### src/rtl/pbl_pkg.sv
package pbl_pkg;
  localparam int unsigned LINE_W    = 8;
  localparam int unsigned NUM_LINES = 6;
  localparam int unsigned SEL_W     = 3;
  localparam logic [LINE_W-1:0] IDLE_VAL = 8'hD7;
  localparam int unsigned AVAIL_POS = 2;

  typedef enum logic [SEL_W-1:0] {
    SEL_D0    = 3'd0,
    SEL_D1    = 3'd1,
    SEL_D2    = 3'd2,
    SEL_D3    = 3'd3,
    SEL_HS    = 3'd4,
    SEL_AV    = 3'd5,
    SEL_INH   = 3'd6,
    SEL_SPARE = 3'd7
  } sel_e;

  // line index -> bit position in the latch byte
  function automatic logic [2:0] line_pos(input logic [SEL_W-1:0] idx);
    case (idx)
      3'd0:    line_pos = 3'd0;
      3'd1:    line_pos = 3'd1;
      3'd2:    line_pos = 3'd6;
      3'd3:    line_pos = 3'd7;
      3'd4:    line_pos = 3'd4;
      3'd5:    line_pos = 3'd2;
      default: line_pos = 3'd3;
    endcase
  endfunction
endpackage

### src/rtl/pbl_sync.sv
module pbl_sync #(
  parameter int unsigned STAGES = 2,
  parameter int unsigned W      = 8,
  parameter logic [W-1:0] RST_VAL = '0
) (
  input  logic         clk_i,
  input  logic         rst_ni,
  input  logic [W-1:0] d_i,
  output logic [W-1:0] q_o
);
  logic [W-1:0] stage_q [STAGES];

  for (genvar s = 0; s < STAGES; s++) begin : g_stage
    always_ff @(posedge clk_i or negedge rst_ni) begin
      if (!rst_ni) stage_q[s] <= RST_VAL;
      else if (s == 0) stage_q[s] <= d_i;
      else stage_q[s] <= stage_q[(s == 0) ? 0 : s-1];
    end
  end

  assign q_o = stage_q[STAGES-1];
endmodule

### src/rtl/pbl_out_latch.sv
module pbl_out_latch
  import pbl_pkg::*;
(
  input  logic              clk_i,
  input  logic              rst_ni,
  input  logic              wr_en_i,
  input  logic [SEL_W-1:0]  wr_sel_i,
  input  logic              wr_bit_i,
  output logic [LINE_W-1:0] lat_o,
  output logic [LINE_W-1:0] bus_o,
  output logic              drive_o
);
  logic [LINE_W-1:0] lat_q, lat_nxt, bus_q;
  logic              line_wr, ctl_wr;

  assign line_wr = wr_en_i && (wr_sel_i < SEL_W'(NUM_LINES));
  assign ctl_wr  = wr_en_i && ((wr_sel_i == SEL_HS) || (wr_sel_i == SEL_AV));

  always_comb begin
    lat_nxt = lat_q;
    if (line_wr) lat_nxt[line_pos(wr_sel_i)] = wr_bit_i;
  end

  assign drive_o = ctl_wr && (lat_nxt != lat_q);

  always_ff @(posedge clk_i or negedge rst_ni) begin
    if (!rst_ni) begin
      lat_q <= IDLE_VAL;
      bus_q <= IDLE_VAL;
    end else begin
      lat_q <= lat_nxt;
      if (drive_o) bus_q <= lat_nxt;
    end
  end

  assign lat_o = lat_q;
  assign bus_o = bus_q;
endmodule

### src/rtl/pbl_in_latch.sv
module pbl_in_latch
  import pbl_pkg::*;
(
  input  logic              clk_i,
  input  logic              rst_ni,
  input  logic              wr_en_i,
  input  logic [SEL_W-1:0]  wr_sel_i,
  input  logic              wr_bit_i,
  input  logic              drive_i,
  input  logic [LINE_W-1:0] out_lat_i,
  input  logic [LINE_W-1:0] bus_sync_i,
  output logic [LINE_W-1:0] in_lat_o,
  output logic              inhibit_o
);
  logic [LINE_W-1:0] prev_q, in_q;
  logic              inh_q, inh_wr, changed, capture;

  assign inh_wr  = wr_en_i && (wr_sel_i == SEL_INH);
  assign changed = (bus_sync_i != prev_q);
  // gate uses pre-write state; a same-cycle inhibit set overrides capture
  assign capture = changed && !inh_q && !out_lat_i[AVAIL_POS];

  always_ff @(posedge clk_i or negedge rst_ni) begin
    if (!rst_ni) begin
      prev_q <= IDLE_VAL;
      in_q   <= IDLE_VAL;
      inh_q  <= 1'b1;
    end else begin
      prev_q <= bus_sync_i;
      if (inh_wr) inh_q <= wr_bit_i;
      else if (drive_i) inh_q <= 1'b0;
      if (inh_wr && wr_bit_i) in_q <= IDLE_VAL;
      else if (capture) in_q <= bus_sync_i;
    end
  end

  assign in_lat_o  = in_q;
  assign inhibit_o = inh_q;
endmodule

### src/rtl/port_line_latch.sv
module port_line_latch
  import pbl_pkg::*;
#(
  parameter int unsigned SYNC_STAGES = 2
) (
  input  logic              clk_i,
  input  logic              rst_ni,
  input  logic              wr_en_i,
  input  logic [SEL_W-1:0]  wr_sel_i,
  input  logic              wr_bit_i,
  input  logic [LINE_W-1:0] bus_i,
  output logic [LINE_W-1:0] bus_o,
  output logic [LINE_W-1:0] rd_data_o
);
  logic [LINE_W-1:0] out_lat_q, in_lat_q, bus_sync;
  logic              drive_ev, inhibit_q;

  pbl_sync #(.STAGES(SYNC_STAGES), .W(LINE_W), .RST_VAL(IDLE_VAL)) u_sync (
    .clk_i, .rst_ni, .d_i(bus_i), .q_o(bus_sync)
  );

  pbl_out_latch u_out (
    .clk_i, .rst_ni, .wr_en_i, .wr_sel_i, .wr_bit_i,
    .lat_o(out_lat_q), .bus_o(bus_o), .drive_o(drive_ev)
  );

  pbl_in_latch u_in (
    .clk_i, .rst_ni, .wr_en_i, .wr_sel_i, .wr_bit_i,
    .drive_i(drive_ev), .out_lat_i(out_lat_q), .bus_sync_i(bus_sync),
    .in_lat_o(in_lat_q), .inhibit_o(inhibit_q)
  );

  for (genvar i = 0; i < NUM_LINES; i++) begin : g_rd
    assign rd_data_o[i] = in_lat_q[line_pos(SEL_W'(i))];
  end
  assign rd_data_o[6] = 1'b1;
  assign rd_data_o[7] = 1'b0;
endmodule

### config.mk
export PLATFORM = sky130hd
export DESIGN_NAME = port_line_latch
export DESIGN_NICKNAME = d
export VERILOG_FILES = /design/src/rtl/pbl_pkg.sv /design/src/rtl/pbl_sync.sv /design/src/rtl/pbl_out_latch.sv /design/src/rtl/pbl_in_latch.sv /design/src/rtl/port_line_latch.sv
export SDC_FILE = /design/constraint.sdc
export NUM_CORES = 1
export LEC_CHECK = 0
export BUFFER_PORTS_ARGS = -buffer_cell sky130_fd_sc_hd__buf_2
export CAP_MARGIN = 20
export CORE_MARGIN = 4
export CORE_UTILIZATION = 55
export CTS_BUF_LIST = sky130_fd_sc_hd__clkbuf_4 sky130_fd_sc_hd__clkbuf_8
export DETAILED_ROUTE_END_ITERATION = 16
export PLACE_DENSITY_LB_ADDON = 0.25
export SYNTH_ARGS = -nofsm -noshare
export SYNTH_HDL_FRONTEND = slang
export SYNTH_SLANG_ARGS = --single-unit
### constraint.sdc
create_clock -name clk_i -period 3.9 [get_ports clk_i]
set_clock_uncertainty 0.1 [all_clocks]
set_input_delay 0.78 -clock clk_i [delete_from_list [all_inputs] [get_ports clk_i]]
set_output_delay 0.78 -clock clk_i [all_outputs]
set_load 0.05 [all_outputs]
==> out/qor.csv, run 1 <==
metric;value;unit
Max Root-Sink Buffers;2;
post-route cell area;2070;um^2
maximum VDD drop;0.424;mV
Cell Area, Synth;1860;um^2
Rows;20;
vias per inst;5.10;
RSZ-0062 raised after global routing;false;
layout cells sized above 1;54.3;%
top-area cell type share of the netlist area;52.2;%
drt wl/cell;14.4;um
flops & latches, synth;47;
first-pass GRT wire length;5.11;mm
starting density of the core;59.0;%
post-route ant nets;0;
Initial DRC Count;74;
Port Buf Inserts;28;
setup violators final;0;
DRT Pass-1 Iters;4;
total power;1.22;mW
post-cts resize count;0;
CTS buffer count;5;
HPWL after DPL;2.12;mm
ANT cells;0;
RD Place Congestion;0.813;
hold path depth;0;
Max-slew headroom;35.1;%
EDFF count, synth;0;
Max FO, Critical Path;12;
post-synthesis cell type count;34;
chip height;66.2;um
Fin. Hold Viols;0;
Die Area;4380;um^2
Post-synth top flop;dfstp_2;
worst-margin pin slew;0.973;ns
Layout area overhead;11.2;%
final slew viol count;0;
LEAKAGE;0.896;nW
post-synthesis sequential area ratio;65.7;%
Worst Hold Endpoint;u_sync.q_o[6];
vias after detailed routing;1051;
Post-Syn Instances;134;
Crit Path Class;in -> reg;
Period minus WS final;2.37;ns
largest net degree at the start of global routing;48;
RR Startpoint;u_out.lat_o[6];
status;completed;
final core occ;65.7;%
GRT Total Usage;15.9;%
Max Fclk;0.423;GHz
reg2reg end;u_out.bus_o[3];
Post-CTS Setup Inserts;0;
critical path arrival;2.51;ns
Yosys top cell by area;dfstp_2;
Worst EP required;4.04;ns
grt ovf;0;
max capacitance violation total;0;
Mapped Nets;149;
final setup TNS;0;ns
hold path startpoint;u_sync.stage_q[14];
initial antenna violation count;0;
PwrDens;589;nW/um^2
# fillers;268;
HP Class;reg -> reg;
Reg2Reg Setup Slack;1.63;ns
wirelength, routed;2.96;mm
Setup WS pre-CTS;1.12;ns
hold_buf cts;0;
Crit. End Element;flip-flop;
FF-to-FF path depth;5;
Placed Area;2000;um^2
number of synthesis warnings;0;
clk_lat worst skew;0.34;ns
root buf cell;clkbuf_4;
Die Wd;66.2;um
Final Cycle Share;60.7;%
final worst setup slack;1.53;ns
Worst-path clk slew;0.13;ns
H-tree Lvls;2;
Async S/R FF share, synth;100;%
clock sink total;47;
Setup crit start kind;input port;
vias in the first global route;1054;
CTS tree;yes;
top-level port count;31;
core footprint;3150;um^2
Nets;176;
Avg Inst Size Synth;13.9;um^2
drt drc;0;
Synth area leaders;dfstp_2, dfrtp_1, mux2_2, mux2i_1, xnor2_1;
stage by stage:
step	cells	hold WS, ns
after floorplan	134	0.231
after global routing	206	0.268
after global placement	198	0.236
final	206	0.255
after CTS	206	0.258
after detailed placement	198	0.242
worst max-delay path: stages:
cell      delay, ns
buf_2          0.16
or3b_2         0.47
a211oi_1       0.26
a311oi_1       0.11
a21oi_4        0.34
mux2_2         0.38
report_power, final:
group / total, mW / switching (mW) / internal, mW / leakage [nW]
registers: 0.644 / 0.0390 / 0.605 / 0.514
clock network: 0.235 / 0.146 / 0.0890 / 0.0345
logic: 0.340 / 0.244 / 0.0966 / 0.347
total: 1.22 / 0.429 / 0.791 / 0.896
how the worst max path moves through the flow:
stage | start | endpoint | slack (ns) | cells past startpoint
floorplan | wr_sel_i[2] | u_out.bus_o[3] | 1.47 | 6
global placement | wr_sel_i[0] | u_out.bus_o[5] | 1.21 | 6
detailed placement | wr_sel_i[0] | u_out.bus_o[3] | 1.12 | 6
CTS | wr_sel_i[0] | u_out.bus_o[3] | 1.52 | 6
global route | wr_sel_i[0] | u_out.bus_o[3] | 1.45 | 6
finish | wr_sel_i[0] | u_out.bus_o[3] | 1.53 | 6
flip-flops by register name (all words and copies together) (netlist names):
register,count
u_out.bus_o,8
u_in.prev_q,8
u_in.in_lat_o,6
u_in.inhibit_o,1
u_sync.stage_q,8
u_sync.q_o,8
u_out.lat_o,8
cell usage in the layout (no fill, tap or decap), drive strengths merged:
master and instances:
mux2 11, a31oi 1, xnor2 8, nor2b 3, a211oi 1, nor4bb 1, clkinvlp 1, nand2 13
or3b 1, clkinv 1, buf 28, nand3b 2, o31ai 1, inv 4, and4b 1, conb 2
clkbuf 6, dfstp 37, nand4 3, a32o 2, nand3 2, a311oi 1, nor3 2, o21ai 7
nor4b 1, nand2b 1, dfrtp 10, mux2i 7, a21oi 1, and2b 1, or3 1, nor2 1
cells by family (layout without fill, tap and decap cells):
logic type,Yosys count,count (layout),synth area share (%)
flops,47,47,65.7
simple gates,33,33,10.6
mux,18,18,10.4
compound gates,14,14,5.44
buf+inv,12,40,3.70
xor+xnor,8,8,3.76
other cells,2,2,0.403
Yosys cell counts (2+ instances only):
cell type  number
dfstp_2        37
dfrtp_1        10
mux2i_1         7
mux2_2         11
nand3_1         2
nor3_1          2
buf_4           4
nand2_1        13
nand4_1         3
nand3b_1        2
o21ai_0         6
a32o_1          2
nor2b_1         2
inv_1           4
conb_1          2
clkbuf_1        2
xnor2_1         8
metal layers:
layer / global-route usage (%) / share of wire [%] / vias to the layer above
met3: 5.61 / 5.0 / 2
li1: - / - / 511
met1: 21.0 / 46 / 512
met5: 0 / 0 / -
met2: 24.8 / 48 / 26
met4: 4.57 / 0.98 / 0
area by class of cell:
class / count / area (um^2) / share of cell area [%]
repair buffers: 28 / 140 / 6.77
well taps: 44 / 55.1 / 2.66
flip-flops and latches: 47 / 1220 / 59.0
multi-input cells: 75 / 571 / 27.6
clock inverters: 2 / 16.3 / 0.785
clock buffers: 6 / 51.3 / 2.48
inverters: 4 / 15.0 / 0.725
Note: power is estimated with default switching activity, not from simulation.
==> run 2, diff against run 1 <==
- CORE_UTILIZATION: 55 -> 52
- clock period: 3.9 -> 1.9 ns (I/O delays scaled with it)
==> run 2 against run 1 <==
Compared with the run above:
- the run now ends with negative setup slack left
- global-route usage rose by 0.59 points
- critical path depth did not move
- clock-buffer cell count fell by 1
- flip-flop and latch count did not move
- via count rose by 11%
- total power rose by 130%
- setup slack got worse by 1.6 ns
- clock power rose to 3.2 times the previous value
- core utilization rose by 5.1 points
- largest power group unchanged
==> out/qor.csv, run 2 (synthesized netlist as in run 1, its figures left out) <==
metric;value;unit
Fin. Hold Viols;0;
Layout area overhead;28.9;%
wirelength, routed;3.25;mm
final slew viol count;0;
GRT Total Usage;16.5;%
grt ovf;0;
failing checks;negative setup slack;
vias in the first global route;1160;
final worst setup slack;-0.116;ns
HP Class;in -> async;
Setup crit start kind;flip-flop;
HPWL after DPL;2.41;mm
first-pass GRT wire length;5.40;mm
most frequent cells in the layout;dfstp_2, buf_2, buf_4;
Crit. End Element;flip-flop;
Placed Area;2200;um^2
Max Fclk;0.496;GHz
crit-path max cell delay;0.55;ns
initial antenna violation count;0;
Rows;21;
Die Area;4600;um^2
clock sink total;47;
critical path arrival;2.22;ns
Final Cycle Share;106;%
layout cells sized above 1;58.6;%
post-route ant nets;0;
Crit Path Class;reg -> reg;
top-level port count;31;
DRT Pass-1 Iters;4;
Nets;205;
Period minus WS final;2.02;ns
vias per inst;4.94;
LEAKAGE;1.07;nW
drt wl/cell;13.7;um
vias after detailed routing;1171;
Worst EP required;2.11;ns
maximum VDD drop;1.16;mV
largest net degree at the start of global routing;26;
ANT cells;0;
Max Root-Sink Buffers;2;
CTS buffer count;5;
post-cts resize count;0;
Crit-path slowest cell;dfstp_2;
max capacitance violation total;0;
Die Wd;67.8;um
CTS tree;yes;
drt drc;0;
starting density of the core;54.9;%
RD Place Congestion;0.855;
setup violators final;8;
H-tree Lvls;2;
commonest non-fill, non-tap cell in the layout;dfstp_2;
final core occ;70.8;%
Worst-path clk slew;0.14;ns
chip height;67.8;um
root buf cell;clkbuf_4;
Port Buf Inserts;28;
PwrDens;1180;nW/um^2
Setup WS pre-CTS;-0.183;ns
clk_lat worst skew;0.37;ns
Max FO, Critical Path;5;
CP Cell Sequence;or3b_4, a211oi_2, a311oi_2, a21oi_4, buf_4, mux2_2;
post-route cell area;2400;um^2
Initial DRC Count;33;
status;complete, but fails checks;
RSZ-0062 raised after global routing;true;
core footprint;3390;um^2
run 2: worst max-delay path, delay by kind of cell (launching register included):
family                 cells  cell delay (ns)
AND/OR/NAND/NOR            1             0.37
AO/OA/AOI/OAI              3             0.44
buffers and inverters      1             0.15
multiplexers               1             0.33
flip-flops                 1             0.55
run 2: repair_timing:
| item | CTS | global route |
|---|---|---|
| pin swaps | 1 | 0 |
| hold buffers | 6 | 2 |
| setup buffers | 1 | 0 |
| endpoints found under the setup margin | 8 | 8 |
| endpoints found under the hold margin | 6 | 2 |
run 2: through the flow:
step / std cells / power [mW] / hold slack [ns] / TNS [ns]
6_report: 237 / 2.82 / 0.182 / -0.841
4_1_cts: 235 / 2.85 / 0.00910 / -0.975
3_5_place_dp: 220 / 2.09 / 0.238 / -1.37
3_3_place_gp: 220 / 2.06 / 0.232 / -1.43
5_1_grt: 237 / 2.97 / 0.219 / -1.32
2_1_floorplan: 134 / 1.88 / -0.0156 / -0.824
run 2: per-layer routing:
| metal | vias up | share of wire [%] | track usage (%) |
|---|---|---|---|
| met5 | - | 0 | 0 |
| li1 | 568 | - | - |
| met3 | 9 | 5.3 | 4.93 |
| met1 | 555 | 45 | 21.2 |
| met2 | 39 | 48 | 26.6 |
| met4 | 0 | 1.3 | 5.96 |
run 2: worst paths after layout:
| check | start | end | slack [ns] | cells past startpoint |
|---|---|---|---|---|
| max | u_out.lat_o[6] | u_out.bus_o[4] | -0.12 | 6 |
| min | rst_ni | u_in.in_lat_o[7] | 0.18 | 1 |
| max reg2reg | u_out.lat_o[6] | u_out.bus_o[4] | -0.12 | 6 |
| min reg2reg | u_sync.stage_q[12] | u_sync.q_o[4] | 0.27 | 0 |
| max in group asynchronous | rst_ni | u_out.lat_o[2] | 1.27 | 2 |
| min in group clk_i | u_sync.stage_q[12] | u_sync.q_o[4] | 0.27 | 0 |
run 2: final cells by class:
type / count / area [um^2]
tap: 46 / 57.6
clock inverter: 3 / 71.3
clock buffer: 5 / 37.5
fill: 239 / 990
timing repair buffer: 57 / 403
multi-input combinational: 75 / 593
sequential: 47 / 1220
inverter: 4 / 15.0
run 2: power breakdown:
group | internal, mW | leakage, nW | switching (mW)
clock | 0.418 | 0.0573 | 0.325
sequential | 1.24 | 0.514 | 0.0722
combinational | 0.255 | 0.501 | 0.513
total | 1.91 | 1.07 | 0.911
==> run 3, diff against run 2 <==
- TNS_END_PERCENT: not set -> 20
==> run 3 against run 2 <==
Compared with the run above:
- the flow still finishes with violations (negative setup slack)
- clock power fell by 35%
- total power is 9.3% lower
- critical path depth did not move
- global-route usage about the same
- sequential power barely moved
- non-clock buffer count grew 2
- via count fell by 1.7%
- wire length shrank 3.0%
- worst hold slack gained 0.083 ns
- combinational power decreased by 0.5%
- register-to-register slack worse by 0.05 ns
- core utilization down 0.92 points
==> out/qor.csv, run 3 (synthesized netlist as in run 1, its figures left out) <==
metric;value;unit
DRT Pass-1 Iters;4;
Reg2Reg Setup Slack;-0.17;ns
worst-margin pin slew;0.532;ns
Period minus WS final;2.07;ns
Layout area overhead;27.2;%
Nets;207;
Final Cycle Share;109;%
failing checks;negative setup slack;
Crit. End Element;flip-flop;
post-route cell area;2370;um^2
maximum VDD drop;0.673;mV
drt wl/cell;13.2;um
Crit-path slowest cell;dfstp_2;
grt ovf;0;
crit-path max cell delay;0.55;ns
vias per inst;4.82;
LEAKAGE;1.06;nW
wire length on met1;1.30;mm
hold slack;0.265;ns
HPWL after DPL;2.41;mm
setup violators final;8;
top sig layer;met4;
final slew viol count;0;
PwrDens;1080;nW/um^2
CP Cell Sequence;or3b_4, a211oi_4, a311oi_2, a21oi_4, buf_12, mux2_4;
Post-CTS Setup Inserts;0;
Max-slew headroom;64.5;%
Die Area;4600;um^2
Non-Filler Instances;239;
final worst setup slack;-0.170;ns
initial antenna violation count;0;
Fin. Hold Viols;0;
CTS buffer count;5;
chip height;67.8;um
RSZ-0062 raised after global routing;true;
most frequent cells in the layout;dfstp_2, buf_2, buf_4;
H-tree Lvls;2;
reg2reg end;u_out.bus_o[5];
multi-input logic area;601;um^2
Max Fclk;0.483;GHz
vias in the first global route;1194;
RR Startpoint;u_out.lat_o[6];
total power;2.56;mW
layout cells sized above 1;58.5;%
final core occ;69.9;%
top-level port count;31;
ANT cells;0;
status;complete, but fails checks;
post-route ant nets;0;
Die Wd;67.8;um
drt drc;0;
Inst Count DP;222;
wirelength, routed;3.16;mm
final setup TNS;-1.27;ns
Port Buf Inserts;28;
Placed Area;2210;um^2
clk_lat worst skew;0.36;ns
metal3 WL;177;um
Worst EP required;2.06;ns
HP Class;reg -> reg;
root buf cell;clkbuf_4;
Reg area;1220;um^2
# fillers;244;
max capacitance violation total;0;
Setup crit start kind;flip-flop;
first-pass GRT wire length;5.44;mm
critical path arrival;2.23;ns
Initial DRC Count;27;
Crit Path Class;reg -> reg;
starting density of the core;54.9;%
Worst Hold Endpoint;u_sync.q_o[2];
core footprint;3390;um^2
CTS tree;yes;
Setup WS pre-CTS;-0.217;ns
Rows;21;
commonest non-fill, non-tap cell in the layout;dfstp_2;
GRT Total Usage;16.5;%
clock sink total;47;
FF-to-FF path depth;6;
Max Root-Sink Buffers;2;
hold path depth;0;
met2 routed WL;1.64;mm
hold path startpoint;u_sync.stage_q[10];
vias after detailed routing;1151;
Max FO, Critical Path;7;
Worst-path clk slew;0.13;ns
largest net degree at the start of global routing;48;
RD Place Congestion;0.883;
[run 3: cell count changes in the layout (fill, tap and decap cells not counted)]
cell,change
buf_4,+2
bufinv_16,-2
a211oi_2,-1
a211oi_4,+1
buf_12,-1
clkbuf_8,+1
clkinv_2,+1
dlygate4sd3_1,+1
inv_6,+1
inv_8,-1
[run 3: worst max path at each step]
| stage | from | end | slack [ns] | depth (start not counted) |
|---|---|---|---|---|
| final | u_out.lat_o[6] | u_out.bus_o[5] | -0.17 | 6 |
| after detailed placement | wr_sel_i[0] | u_out.bus_o[5] | -0.22 | 7 |
| after floorplan | wr_sel_i[2] | u_out.bus_o[3] | -0.11 | 6 |
| after global placement | wr_sel_i[1] | u_out.bus_o[5] | -0.20 | 7 |
| after global routing | u_out.lat_o[6] | u_out.bus_o[3] | -0.21 | 6 |
| after CTS | u_out.lat_o[6] | u_out.bus_o[3] | -0.19 | 6 |
[run 3: repair_timing]
action	4_1_cts	5_1_grt
endpoints found under the setup margin	8	8
hold buffers	7	2
gates resized for setup	0	1
endpoints found under the hold margin	16	2
[run 3: worst max-delay path: cells and delay by family (launching register included)]
family	cells	cell delay (ns)
flops	1	0.55
buf+inv	1	0.14
compound gates	3	0.51
simple gates	1	0.38
mux	1	0.30
[run 3: layout make-up]
| cell class | count | share of cell area, % |
|---|---|---|
| timing repair buffer | 59 | 17.2 |
| multi-input combinational | 75 | 25.4 |
| tap | 46 | 2.43 |
| clock inverter | 2 | 0.581 |
| clock buffer | 6 | 2.17 |
| sequential | 47 | 51.6 |
| inverter | 4 | 0.634 |
[run 3: where the power goes]
part	internal, mW	switching, mW
registers	1.24	0.0726
logic	0.254	0.510
clock network	0.183	0.302
[run 3: metal layers]
metal | vias up | global-route usage, %
li1 | 569 | -
met1 | 551 | 19.4
met2 | 26 | 27.9
met3 | 5 | 6.40
met4 | 0 | 5.21
met5 | - | 0
